[src/rtl/rxl_pkg.sv]
package rxl_pkg;
  localparam int PKT_W  = 104;
  localparam int WORD_W = 32;
  localparam int IDX_W  = 4;

  localparam logic [IDX_W-1:0] IDX_FIRST      = 4'd1;
  localparam logic [IDX_W-1:0] IDX_SHORT_END  = 4'd9;
  localparam logic [IDX_W-1:0] IDX_LONG_END   = 4'd13;
  localparam logic [IDX_W-1:0] IDX_BURST_NEXT = 4'd7;

  localparam logic [1:0] DM_DOUBLE = 2'b11;

  typedef enum logic [1:0] {
    ST_IDLE,
    ST_BODY,
    ST_TAIL
  } rx_state_e;

  typedef struct packed {
    logic [WORD_W-1:0] src;
    logic [WORD_W-1:0] data;
    logic [WORD_W-1:0] dst;
    logic [3:0]        ctrl;
    logic [1:0]        dm;
    logic              wr;
    logic              acc;
  } mesh_pkt_t;
endpackage

[src/rtl/rxl_assembler.sv]
module rxl_assembler
  import rxl_pkg::*;
#(
  parameter int unsigned ADDR_STEP = 8
) (
  input  logic             clk,
  input  logic             rst_n,
  input  logic             frame_i,
  input  logic [7:0]       byte_i,
  output logic             push_o,
  output logic             push_wr_o,
  output logic [PKT_W-1:0] pkt_o
);
  rx_state_e         st_q;
  logic              frame_q;
  logic [IDX_W-1:0]  idx_q;
  logic [3:0]        ctrl_q;
  logic [WORD_W-1:0] dst_q, lo_q, hi_q;
  logic [1:0]        dm_q;
  logic              wr_q, acc_q;
  logic              push_q, push_wr_q;
  mesh_pkt_t         pkt_q;

  logic              is_long, rise, at_last;
  logic [IDX_W-1:0]  last_idx;
  logic [WORD_W-1:0] lo_nx, hi_nx;
  mesh_pkt_t         pkt_nx;

  always_comb begin
    is_long  = wr_q && (dm_q == DM_DOUBLE);
    last_idx = is_long ? IDX_LONG_END : IDX_SHORT_END;
    rise     = frame_i && !frame_q;
    at_last  = (st_q == ST_BODY) && frame_i && (idx_q == last_idx);
    lo_nx    = {lo_q[WORD_W-9:0], byte_i};
    hi_nx    = {hi_q[WORD_W-9:0], byte_i};
    pkt_nx.ctrl = ctrl_q;
    pkt_nx.dst  = dst_q;
    pkt_nx.dm   = dm_q;
    pkt_nx.wr   = wr_q;
    pkt_nx.acc  = acc_q;
    if (wr_q) begin
      pkt_nx.data = is_long ? lo_q : lo_nx;
      pkt_nx.src  = is_long ? hi_nx : '0;
    end else begin
      pkt_nx.data = '0;
      pkt_nx.src  = lo_nx;
    end
  end

  always_ff @(posedge clk) begin
    if (!rst_n) begin
      st_q      <= ST_IDLE;
      frame_q   <= 1'b0;
      idx_q     <= '0;
      ctrl_q    <= '0;
      dst_q     <= '0;
      lo_q      <= '0;
      hi_q      <= '0;
      dm_q      <= '0;
      wr_q      <= 1'b0;
      acc_q     <= 1'b0;
      push_q    <= 1'b0;
      push_wr_q <= 1'b0;
      pkt_q     <= '0;
    end else begin
      frame_q <= frame_i;
      push_q  <= 1'b0;
      unique case (st_q)
        ST_IDLE: begin
          if (rise) begin
            st_q  <= ST_BODY;
            idx_q <= IDX_FIRST;
          end
        end
        ST_BODY: begin
          if (!frame_i) begin
            st_q <= ST_IDLE;
          end else begin
            case (idx_q)
              4'd1: begin
                ctrl_q         <= byte_i[7:4];
                dst_q[31:28]   <= byte_i[3:0];
              end
              4'd2: dst_q[27:20] <= byte_i;
              4'd3: dst_q[19:12] <= byte_i;
              4'd4: dst_q[11:4]  <= byte_i;
              4'd5: begin
                dst_q[3:0] <= byte_i[7:4];
                dm_q       <= byte_i[3:2];
                wr_q       <= byte_i[1];
                acc_q      <= byte_i[0];
              end
              4'd6, 4'd7, 4'd8, 4'd9:     lo_q <= lo_nx;
              4'd10, 4'd11, 4'd12, 4'd13: hi_q <= hi_nx;
              default: ;
            endcase
            if (at_last) begin
              push_q    <= 1'b1;
              push_wr_q <= wr_q;
              pkt_q     <= pkt_nx;
              st_q      <= is_long ? ST_TAIL : ST_IDLE;
            end else begin
              idx_q <= idx_q + 1'b1;
            end
          end
        end
        ST_TAIL: begin
          if (frame_i) begin
            dst_q <= dst_q + WORD_W'(ADDR_STEP);
            lo_q  <= lo_nx;
            idx_q <= IDX_BURST_NEXT;
            st_q  <= ST_BODY;
          end else begin
            st_q <= ST_IDLE;
          end
        end
        default: st_q <= ST_IDLE;
      endcase
    end
  end

  assign push_o    = push_q;
  assign push_wr_o = push_wr_q;
  assign pkt_o     = pkt_q;


  start_edge_chk: assert property (@(posedge clk) disable iff (!rst_n)
    (st_q == ST_IDLE && frame_i && !frame_q) |=> (st_q == ST_BODY && idx_q == IDX_FIRST));


  push_after_frame_chk: assert property (@(posedge clk) disable iff (!rst_n)
    push_q |-> $past(frame_i));


  drop_on_fall_chk: assert property (@(posedge clk) disable iff (!rst_n)
    (st_q == ST_BODY && !frame_i) |=> (!push_q && st_q == ST_IDLE));


  burst_step_chk: assert property (@(posedge clk) disable iff (!rst_n)
    (st_q == ST_TAIL && frame_i) |=>
      (idx_q == IDX_BURST_NEXT && dst_q == $past(dst_q) + WORD_W'(ADDR_STEP)));
endmodule

[src/rtl/rxl_pkt_buf.sv]
module rxl_pkt_buf #(
  parameter int DATA_W = 104,
  parameter int DEPTH  = 2
) (
  input  logic              clk,
  input  logic              rst_n,
  input  logic              push_i,
  input  logic [DATA_W-1:0] data_i,
  output logic              valid_o,
  input  logic              ready_i,
  output logic [DATA_W-1:0] data_o,
  output logic              wait_o
);
  localparam int PTR_W = (DEPTH > 1) ? $clog2(DEPTH) : 1;
  localparam int CNT_W = $clog2(DEPTH + 1);

  logic [DATA_W-1:0] mem [DEPTH];
  logic [PTR_W-1:0]  wp_q, rp_q;
  logic [CNT_W-1:0]  cnt_q;
  logic              pop, full;

  assign full    = (cnt_q == CNT_W'(DEPTH));
  assign valid_o = (cnt_q != '0);
  assign pop     = valid_o && ready_i;
  assign data_o  = mem[rp_q];
  assign wait_o  = full || ((cnt_q >= CNT_W'(DEPTH - 1)) && valid_o && !ready_i);

  function automatic logic [PTR_W-1:0] bump(input logic [PTR_W-1:0] p);
    return (p == PTR_W'(DEPTH - 1)) ? '0 : p + 1'b1;
  endfunction

  always_ff @(posedge clk) begin
    if (!rst_n) begin
      wp_q  <= '0;
      rp_q  <= '0;
      cnt_q <= '0;
    end else begin
      if (push_i && (!full || pop)) begin
        mem[wp_q] <= data_i;
        wp_q      <= bump(wp_q);
      end
      if (pop) rp_q <= bump(rp_q);
      if ((push_i && (!full || pop)) && !pop) cnt_q <= cnt_q + 1'b1;
      else if (!(push_i && (!full || pop)) && pop) cnt_q <= cnt_q - 1'b1;
    end
  end


  no_overflow_chk: assert property (@(posedge clk) disable iff (!rst_n)
    !(push_i && full && !pop));


  hold_stall_chk: assert property (@(posedge clk) disable iff (!rst_n)
    (valid_o && !ready_i) |=> (valid_o && $stable(data_o)));
endmodule

[src/rtl/rxl_deframer.sv]
module rxl_deframer
  import rxl_pkg::*;
#(
  parameter int BUF_DEPTH = 2,
  parameter int ADDR_STEP = 8
) (
  input  logic             clk,
  input  logic             rst_n,
  input  logic             lnk_frame,
  input  logic [7:0]       lnk_byte,
  output logic             wr_valid,
  input  logic             wr_ready,
  output logic [PKT_W-1:0] wr_pkt,
  output logic             rd_valid,
  input  logic             rd_ready,
  output logic [PKT_W-1:0] rd_pkt,
  output logic             far_wr_wait,
  output logic             far_rd_wait
);
  localparam int NUM_CH = 2;
  localparam int CH_WR  = 0;
  localparam int CH_RD  = 1;

  logic             asm_push, asm_wr;
  logic [PKT_W-1:0] asm_pkt;
  logic [NUM_CH-1:0] push_ch, vld_ch, rdy_ch, wait_ch;
  logic [PKT_W-1:0] data_ch [NUM_CH];

  rxl_assembler #(.ADDR_STEP(ADDR_STEP)) u_asm (
    .clk       (clk),
    .rst_n     (rst_n),
    .frame_i   (lnk_frame),
    .byte_i    (lnk_byte),
    .push_o    (asm_push),
    .push_wr_o (asm_wr),
    .pkt_o     (asm_pkt)
  );

  assign push_ch[CH_WR] = asm_push && asm_wr;
  assign push_ch[CH_RD] = asm_push && !asm_wr;
  assign rdy_ch[CH_WR]  = wr_ready;
  assign rdy_ch[CH_RD]  = rd_ready;

  for (genvar c = 0; c < NUM_CH; c++) begin : g_ch
    rxl_pkt_buf #(.DATA_W(PKT_W), .DEPTH(BUF_DEPTH)) u_buf (
      .clk     (clk),
      .rst_n   (rst_n),
      .push_i  (push_ch[c]),
      .data_i  (asm_pkt),
      .valid_o (vld_ch[c]),
      .ready_i (rdy_ch[c]),
      .data_o  (data_ch[c]),
      .wait_o  (wait_ch[c])
    );
  end

  assign wr_valid    = vld_ch[CH_WR];
  assign rd_valid    = vld_ch[CH_RD];
  assign wr_pkt      = data_ch[CH_WR];
  assign rd_pkt      = data_ch[CH_RD];
  assign far_wr_wait = wait_ch[CH_WR];
  assign far_rd_wait = wait_ch[CH_RD];


  route_wr_chk: assert property (@(posedge clk) disable iff (!rst_n)
    (push_ch[CH_WR]) |=> wr_valid);


  stalled_wait_chk: assert property (@(posedge clk) disable iff (!rst_n)
    (wr_valid && !wr_ready) |-> far_wr_wait);


  idle_wait_chk: assert property (@(posedge clk) disable iff (!rst_n)
    (!wr_valid && !rd_valid) |-> (!far_wr_wait && !far_rd_wait));
endmodule

[config.mk]
export PLATFORM = sky130hd
export DESIGN_NAME = rxl_deframer
export DESIGN_NICKNAME = d
export VERILOG_FILES = /design/src/rtl/rxl_pkg.sv /design/src/rtl/rxl_assembler.sv /design/src/rtl/rxl_pkt_buf.sv /design/src/rtl/rxl_deframer.sv
export SDC_FILE = /design/constraint.sdc
export NUM_CORES = 1
export LEC_CHECK = 0
export ABC_AREA = 1
export CAP_MARGIN = 20
export CORE_UTILIZATION = 30
export DETAILED_ROUTE_END_ITERATION = 6
export HOLD_SLACK_MARGIN = 0.15
export SLEW_MARGIN = 20
export SYNTH_ARGS = -nofsm -noshare
export SYNTH_HDL_FRONTEND = slang
export SYNTH_SLANG_ARGS = --single-unit
[constraint.sdc]
create_clock -name clk -period 10.65 [get_ports clk]
set_input_delay 1.5975 -clock clk [delete_from_list [all_inputs] [get_ports clk]]
set_output_delay 1.5975 -clock clk [all_outputs]
set_load 0.01 [all_outputs]
== Word-level counts from Yosys, hierarchy flattened ==
Memories as Yosys holds them, arrays and structs flattened. A register that Yosys moved wholly into a read port is not among the register bits.
Index checks and enable logic that the tools add are counted.
Storage, ports and cells
  flip-flop bits (word level): 216
  bits in writable memories: 416
  input bits: 13
  output and inout port bits: 212
  word-level logic and storage cells: 172
  memories kept: 2
Memory list
  g_ch[0].u_buf.mem: words 2, width 104, rd ports 1, clocked after Yosys merged registers in 1, write ports 1, line rxl_pkt_buf.sv:17  | logic [DATA_W-1:0] mem [DEPTH];
  g_ch[1].u_buf.mem: words 2, width 104, rd ports 1, clocked after Yosys merged registers in 1, write ports 1, line rxl_pkt_buf.sv:17
Cells by class
  add/subtract/negate cells: 10
  order comparisons: 2
  equality and inequality tests: 30
  muxes and demuxes: 46
  reductions and logical operators: 54
Operator list (count)
  32-bit 2-to-1 mux: 7
  32-bit one-hot mux with 2 select lines: 2
  64-bit 2-to-1 mux: 1
  32-bit by 4-bit adder with 32-bit output (second input constant): 1
  4-bit == test (second input constant): 6
  4-bit 2-to-1 mux: 6
  8-bit 2-to-1 mux: 3
  4-bit AND reduction: 6
  1-bit logical AND: 18
  2-bit inequality test (second input constant): 9
  4-bit by 3-bit == test with 1-bit output (second input constant): 4
  1-bit 2-to-1 mux: 16
  2-bit 2-to-1 mux: 8
  3-bit AND reduction: 5
  4-bit one-hot mux with 3 select lines: 1
  1-bit logical NOT: 10
  2-bit nonzero test: 5
  2-bit == test (second input constant): 4
  4-bit by 2-bit == test with 1-bit output (second input constant): 2
  4-bit OR reduction: 2
  2-bit one-hot mux with 3 select lines: 1
  5-bit AND reduction: 1
  1-bit adder (second input constant): 4
  2-bit by 1-bit adder with 2-bit output (second input constant): 2
  13 further kinds: 18

== Longest topological paths before layout ==
  depth after elaboration: 8
  mapped depth: 12
  gate-level depth less buffers: 11

== Modules after synthesis ==
A second synthesis with hierarchy kept.
Unflattened totals
  cell total of the unflattened synthesis: 1964
  area, all modules: 25011.5 um2
By module, submodules not included
  rxl_pkt_buf: instances 2, cells an instance 365, area an instance 8030.2 um2
  rxl_assembler: instances 1, cells an instance 1230, area an instance 8933.6 um2
  rxl_deframer: instances 1, cells an instance 4, area an instance 17.5 um2

== Worst setup path before layout ==
No wires, ideal clock.
  path kind: input to register
  start point: input rd_ready
  end point: memory g_ch[1].u_buf.mem[1][0] (enable)
  arrival time: 9017 ps
  data required time: 9956 ps
  slack: 939 ps
  stages on the path: 6
  path buffers: 0
  cell sequence: nand2_1 nand2_1 nand2_1 nor2_1 inv_1 nor3_1
Between the ends
  word-level cells in the longest chain between the ends: 6
RTL lines
  from (decl): line rxl_deframer.sv:15  | input logic rd_ready,
  1-bit logical AND: line rxl_pkt_buf.sv:24  | assign pop = valid_o && ready_i;
  1-bit logical OR: line rxl_pkt_buf.sv:38  | if (push_i && (!full || pop)) begin
  1-bit logical AND: line rxl_pkt_buf.sv:38
  1-bit 2-to-1 mux: line rxl_pkt_buf.sv:38
  1-bit 2-to-1 mux: line rxl_pkt_buf.sv:33  | if (!rst_n) begin
  1-bit 2-to-1 mux (implied by the code): line rxl_pkt_buf.sv:39  | mem[wp_q] <= data_i;
  to (decl): line rxl_pkt_buf.sv:17
No other way between the ends.

==> run summary <==
The number of violations of the max-capacitance limit is 0. The standard cell with the maximum stage delay on the critical path is dfxtp_4. At the worst endpoint, the arrival time is 3390 ps. The placeable core area is ~0.08 mm2. The final instance count without filler cells is between 3,000 and 4,000. The half-perimeter wire length of the detailed placement result is around 40 mm.

Clock latency on the worst-skew pair, taken at its later pin, is approximately 630 ps. The average wire per standard cell is between 15 and 20 um. In this run the critical register-to-register path is captured at u_asm.pkt_o[76]. The minimum setup slack after placement is between 5000 and 6000 ps. The overall fraction of global-route tracks in use is about 15%. The final critical-path setup slack is approximately 5700 ps. The floorplan step defined a die boundary enclosing a little over 0.08 mm2.

The number of synthesized flops with an enable pin is roughly 420. The power density normalized to cell area came out at between 150 and 200 mW/mm2. The number of antenna violations at the first check in global routing is 2.

The worst setup path is captured at a primary output. The number of top-level pins came out at 225. The endpoint of the worst setup timing path is rd_pkt[44]. The cell count after placement is roughly 3,200. Across all hold checks on the routed design, the worst slack comes to 450 ps.

The worst reg-to-reg setup slack is ~7000 ps. The number of diodes added for antenna fixing came out at 0. The floorplan has between 100 and 150 rows. At the end of the flow, the number of nets in the layout was between 2,000 and 2,500. In the routed design, unresolved DRC markers number 0. The leakage power of the design came out at 9.30 nW.

Based on the critical path, the design can be clocked at up to around 200 MHz. The tree is rooted in a clkbuf_16. The largest incremental delay on the critical path is around 950 ps. Synthesis instantiated 34 different standard cells from the library. Buffers inserted during clock tree synthesis total 71. The final critical-path share of the clock period is 46.8%.

The run finished with clean final reports. The critical path crosses 3 cells after its start point. The launch point of the worst reg-to-reg path is u_asm.st_q[1].

The final route contains 15,587 vias. The data required time of the worst path is slightly above 9000 ps. The via count of the first global-routing pass came to ~15,000. The CTS H-tree depth came out at 3.

The cell family contributing the most delay on the critical path is buffers and inverters. Setup repair after global routing left no endpoint under its margin. After clock tree synthesis, the clock-pin slew on the worst setup and hold paths is approximately 70 ps. The min-delay analysis places its worst path in the category reg2reg. The die is approximately 290 um tall. The number of buffers and inverters on the critical path came out at 2.

The normalized max-slew margin came out at 29.6%. The type of element launching the critical path is a flop. For the final routed database, the setup TNS stands at 0 ps. The post-place instance area came out at 0.0277 mm2. The final count of hold timing violations came out at 0. The number of cells traversed by the worst register-to-register path is 9. At the end of routability-driven placement, the weighted congestion stood at about 0.83.

The fraction of registers with async set or reset after synthesis came out at 0%. The horizontal die dimension is 287 um. The post-synthesis instance area came out at 0.0244 mm2. The number of iterations in the first detailed-routing pass is 7. The clock tree buffer depth is 3.

The power after layout is slightly below 6 mW. Synthesis handed over a netlist of approximately 2,000 instances. Of all nets on the critical path, the largest fanout is 53. The cell area after layout is approximately 0.03 mm2. The total overflow reported by the global router came out at 0. The initial core utilization came out at slightly above 30%. The share of cells above drive strength 1 came out at 15.6%. The per-cell via count in the routed design came out at around 4.7. The number of gates resized after CTS was 0. The detail route stage leaves a number of antenna-violating nets equal to 0. The count of routing violations after the opening detailed-route iteration is 1,055. The number of sinks handled by clock tree synthesis is 634. The number of pins with negative max-slew slack in the final report is 0. The shortest clock period the worst path allows after layout is approximately 5000 ps. The worst setup path is of the reg2out kind. The transition time at the pin with the least slew margin is 1060 ps. The aggregate routed wire length came out at 62.7 mm. The post-route core utilization is 37.4%. Among all flip-flop cells after synthesis, the most frequent one is edfxtp_1.

Walking the worst path, the cells encountered are buf_4 > mux2_2 > clkdlybuf4s50_1. The final setup violation count came out at 0. The post-CTS setup buffer count is 0. The maximum number of pins on one net before global-route repair came out at ~110. The first global-routing pass estimated 93.9 mm of wire. The number of buffers added on ports is between 200 and 250. The maximum VDD drop came out at 0.113 mV. The post-synthesis register bit count came out at 634. TritonCTS built the clock tree. The post-synthesis area per instance came out at around 12 um2. On the final layout, the worst clock skew is between 20 and 30 ps. The layout overhead on the synthesized area is 23.4%. For this design, the CTS-stage hold fixing added 0 buffers. Sequential elements use between 60 and 70% of the synthesized area.

The net count after synthesis is 1,995. The total of warnings raised by yosys came out at 0.
-- logic make-up (layout without fill, tap and decap cells) --
logic type / count (synthesis) / after routing / synth area share [%]
buf+inv: 211 / 484 / 3.49
compound gates: 414 / 414 / 8.98
xor+xnor: 10 / 10 / 0.359
flops: 634 / 634 / 69.1
fa+ha+maj: 15 / 15 / 0.769
simple gates: 475 / 475 / 7.76
mux: 208 / 208 / 9.60
-- worst min-delay path, stage by stage (launching register included) --
cell and delay (ps):
dfxtp_1 310, inv_1 50, a21oi_1 50
-- cell usage after synthesis (7+ instances only) --
cell type / instances / share of area [%]
xor2_1: 7 / 0.25
a21oi_1: 160 / 3.3
o21ai_0: 189 / 3.9
nand3_1: 59 / 1.2
nand2_1: 227 / 3.5
o21ai_1: 7 / 0.14
o22ai_1: 20 / 0.51
a22oi_1: 24 / 0.74
edfxtp_1: 416 / 51
inv_1: 106 / 1.6
a31oi_1: 7 / 0.18
ha_1: 15 / 0.77
dfxtp_1: 218 / 18
clkbuf_1: 61 / 0.94
buf_1: 8 / 0.12
nor2_1: 180 / 2.8
mux2_2: 208 / 9.6
buf_2: 28 / 0.57
-- how the worst min path moves through the flow --
stage / from / to / slack, ps / cells after the start
floorplan: u_asm.lo_q[31] / u_asm.lo_q[31] / 420 / 2
finish: u_asm.lo_q[31] / u_asm.lo_q[31] / 450 / 2
global route: u_asm.lo_q[31] / u_asm.lo_q[31] / 470 / 2
global placement: u_asm.lo_q[31] / u_asm.lo_q[31] / 430 / 2
detailed placement: u_asm.lo_q[31] / u_asm.lo_q[31] / 440 / 2
CTS: u_asm.lo_q[31] / u_asm.lo_q[31] / 450 / 2
-- sequential cells by signal, indices dropped and copies added, names as in the netlist, named ones only --
signal / flops
u_asm.frame_q: 1
u_asm.push_wr_o: 1
u_asm.wr_q: 1
g_ch.u_buf.mem: 416
u_asm.idx_q: 4
u_asm.acc_q: 1
u_asm.hi_q: 24
u_asm.lo_q: 32
u_asm.ctrl_q: 4
u_asm.st_q: 2
u_asm.pkt_o: 103
u_asm.dm_q: 2
u_asm.dst_q: 32
g_ch.u_buf.cnt_q: 4
u_asm.push_o: 1
g_ch.u_buf.rp_q: 2
g_ch.u_buf.wp_q: 2
-- placed cells by master (no fill, tap or decap), types with 3 or more instances in the layout --
cell and instances:
inv_1 106, inv_16 4, nand3_1 59, edfxtp_1 416, bufinv_16 7, clkbuf_16 72, o21ai_0 189, o22ai_1 20
xor2_1 7, a21oi_1 160, dfxtp_1 216, a31oi_1 7, clkbuf_1 21, clkdlybuf4s50_1 223, nor2_1 178, clkinvlp_4 3
nand2_1 227, clkinv_2 10, o21ai_1 7, inv_6 3, xnor2_1 3, clkinv_4 4, ha_1 15, clkinv_1 5
a22oi_1 24, mux2_2 208, buf_4 17
-- metal layers --
layer	global-route usage, %	vias to the layer above	part of all wire [%]	wire length (um)
met1	20.8	7685	47	29400
met3	2.60	83	4.7	2970
met4	4.39	4	1.9	1180
li1	-	7428	-	-
met2	24.1	387	46	29100
met5	0	-	0.049	31
-- power by group --
part / leakage (nW) / total [mW] / internal [mW] / switching [mW]
clock: 1.16 / 2.50 / 1.46 / 1.03
sequential: 5.09 / 2.79 / 2.67 / 0.112
combinational: 3.05 / 0.648 / 0.268 / 0.380
total: 9.30 / 5.93 / 4.40 / 1.53
-- area by class of cell --
class	instances	area, um2
well taps	1060	1330
flip-flops and latches	634	16900
clock inverters	37	487
repair buffers	241	2380
multi-input cells	1122	6740
clock buffers	95	1910
inverters	111	419
fillers	7634	50400
Note: power is estimated with default switching activity, not from simulation.
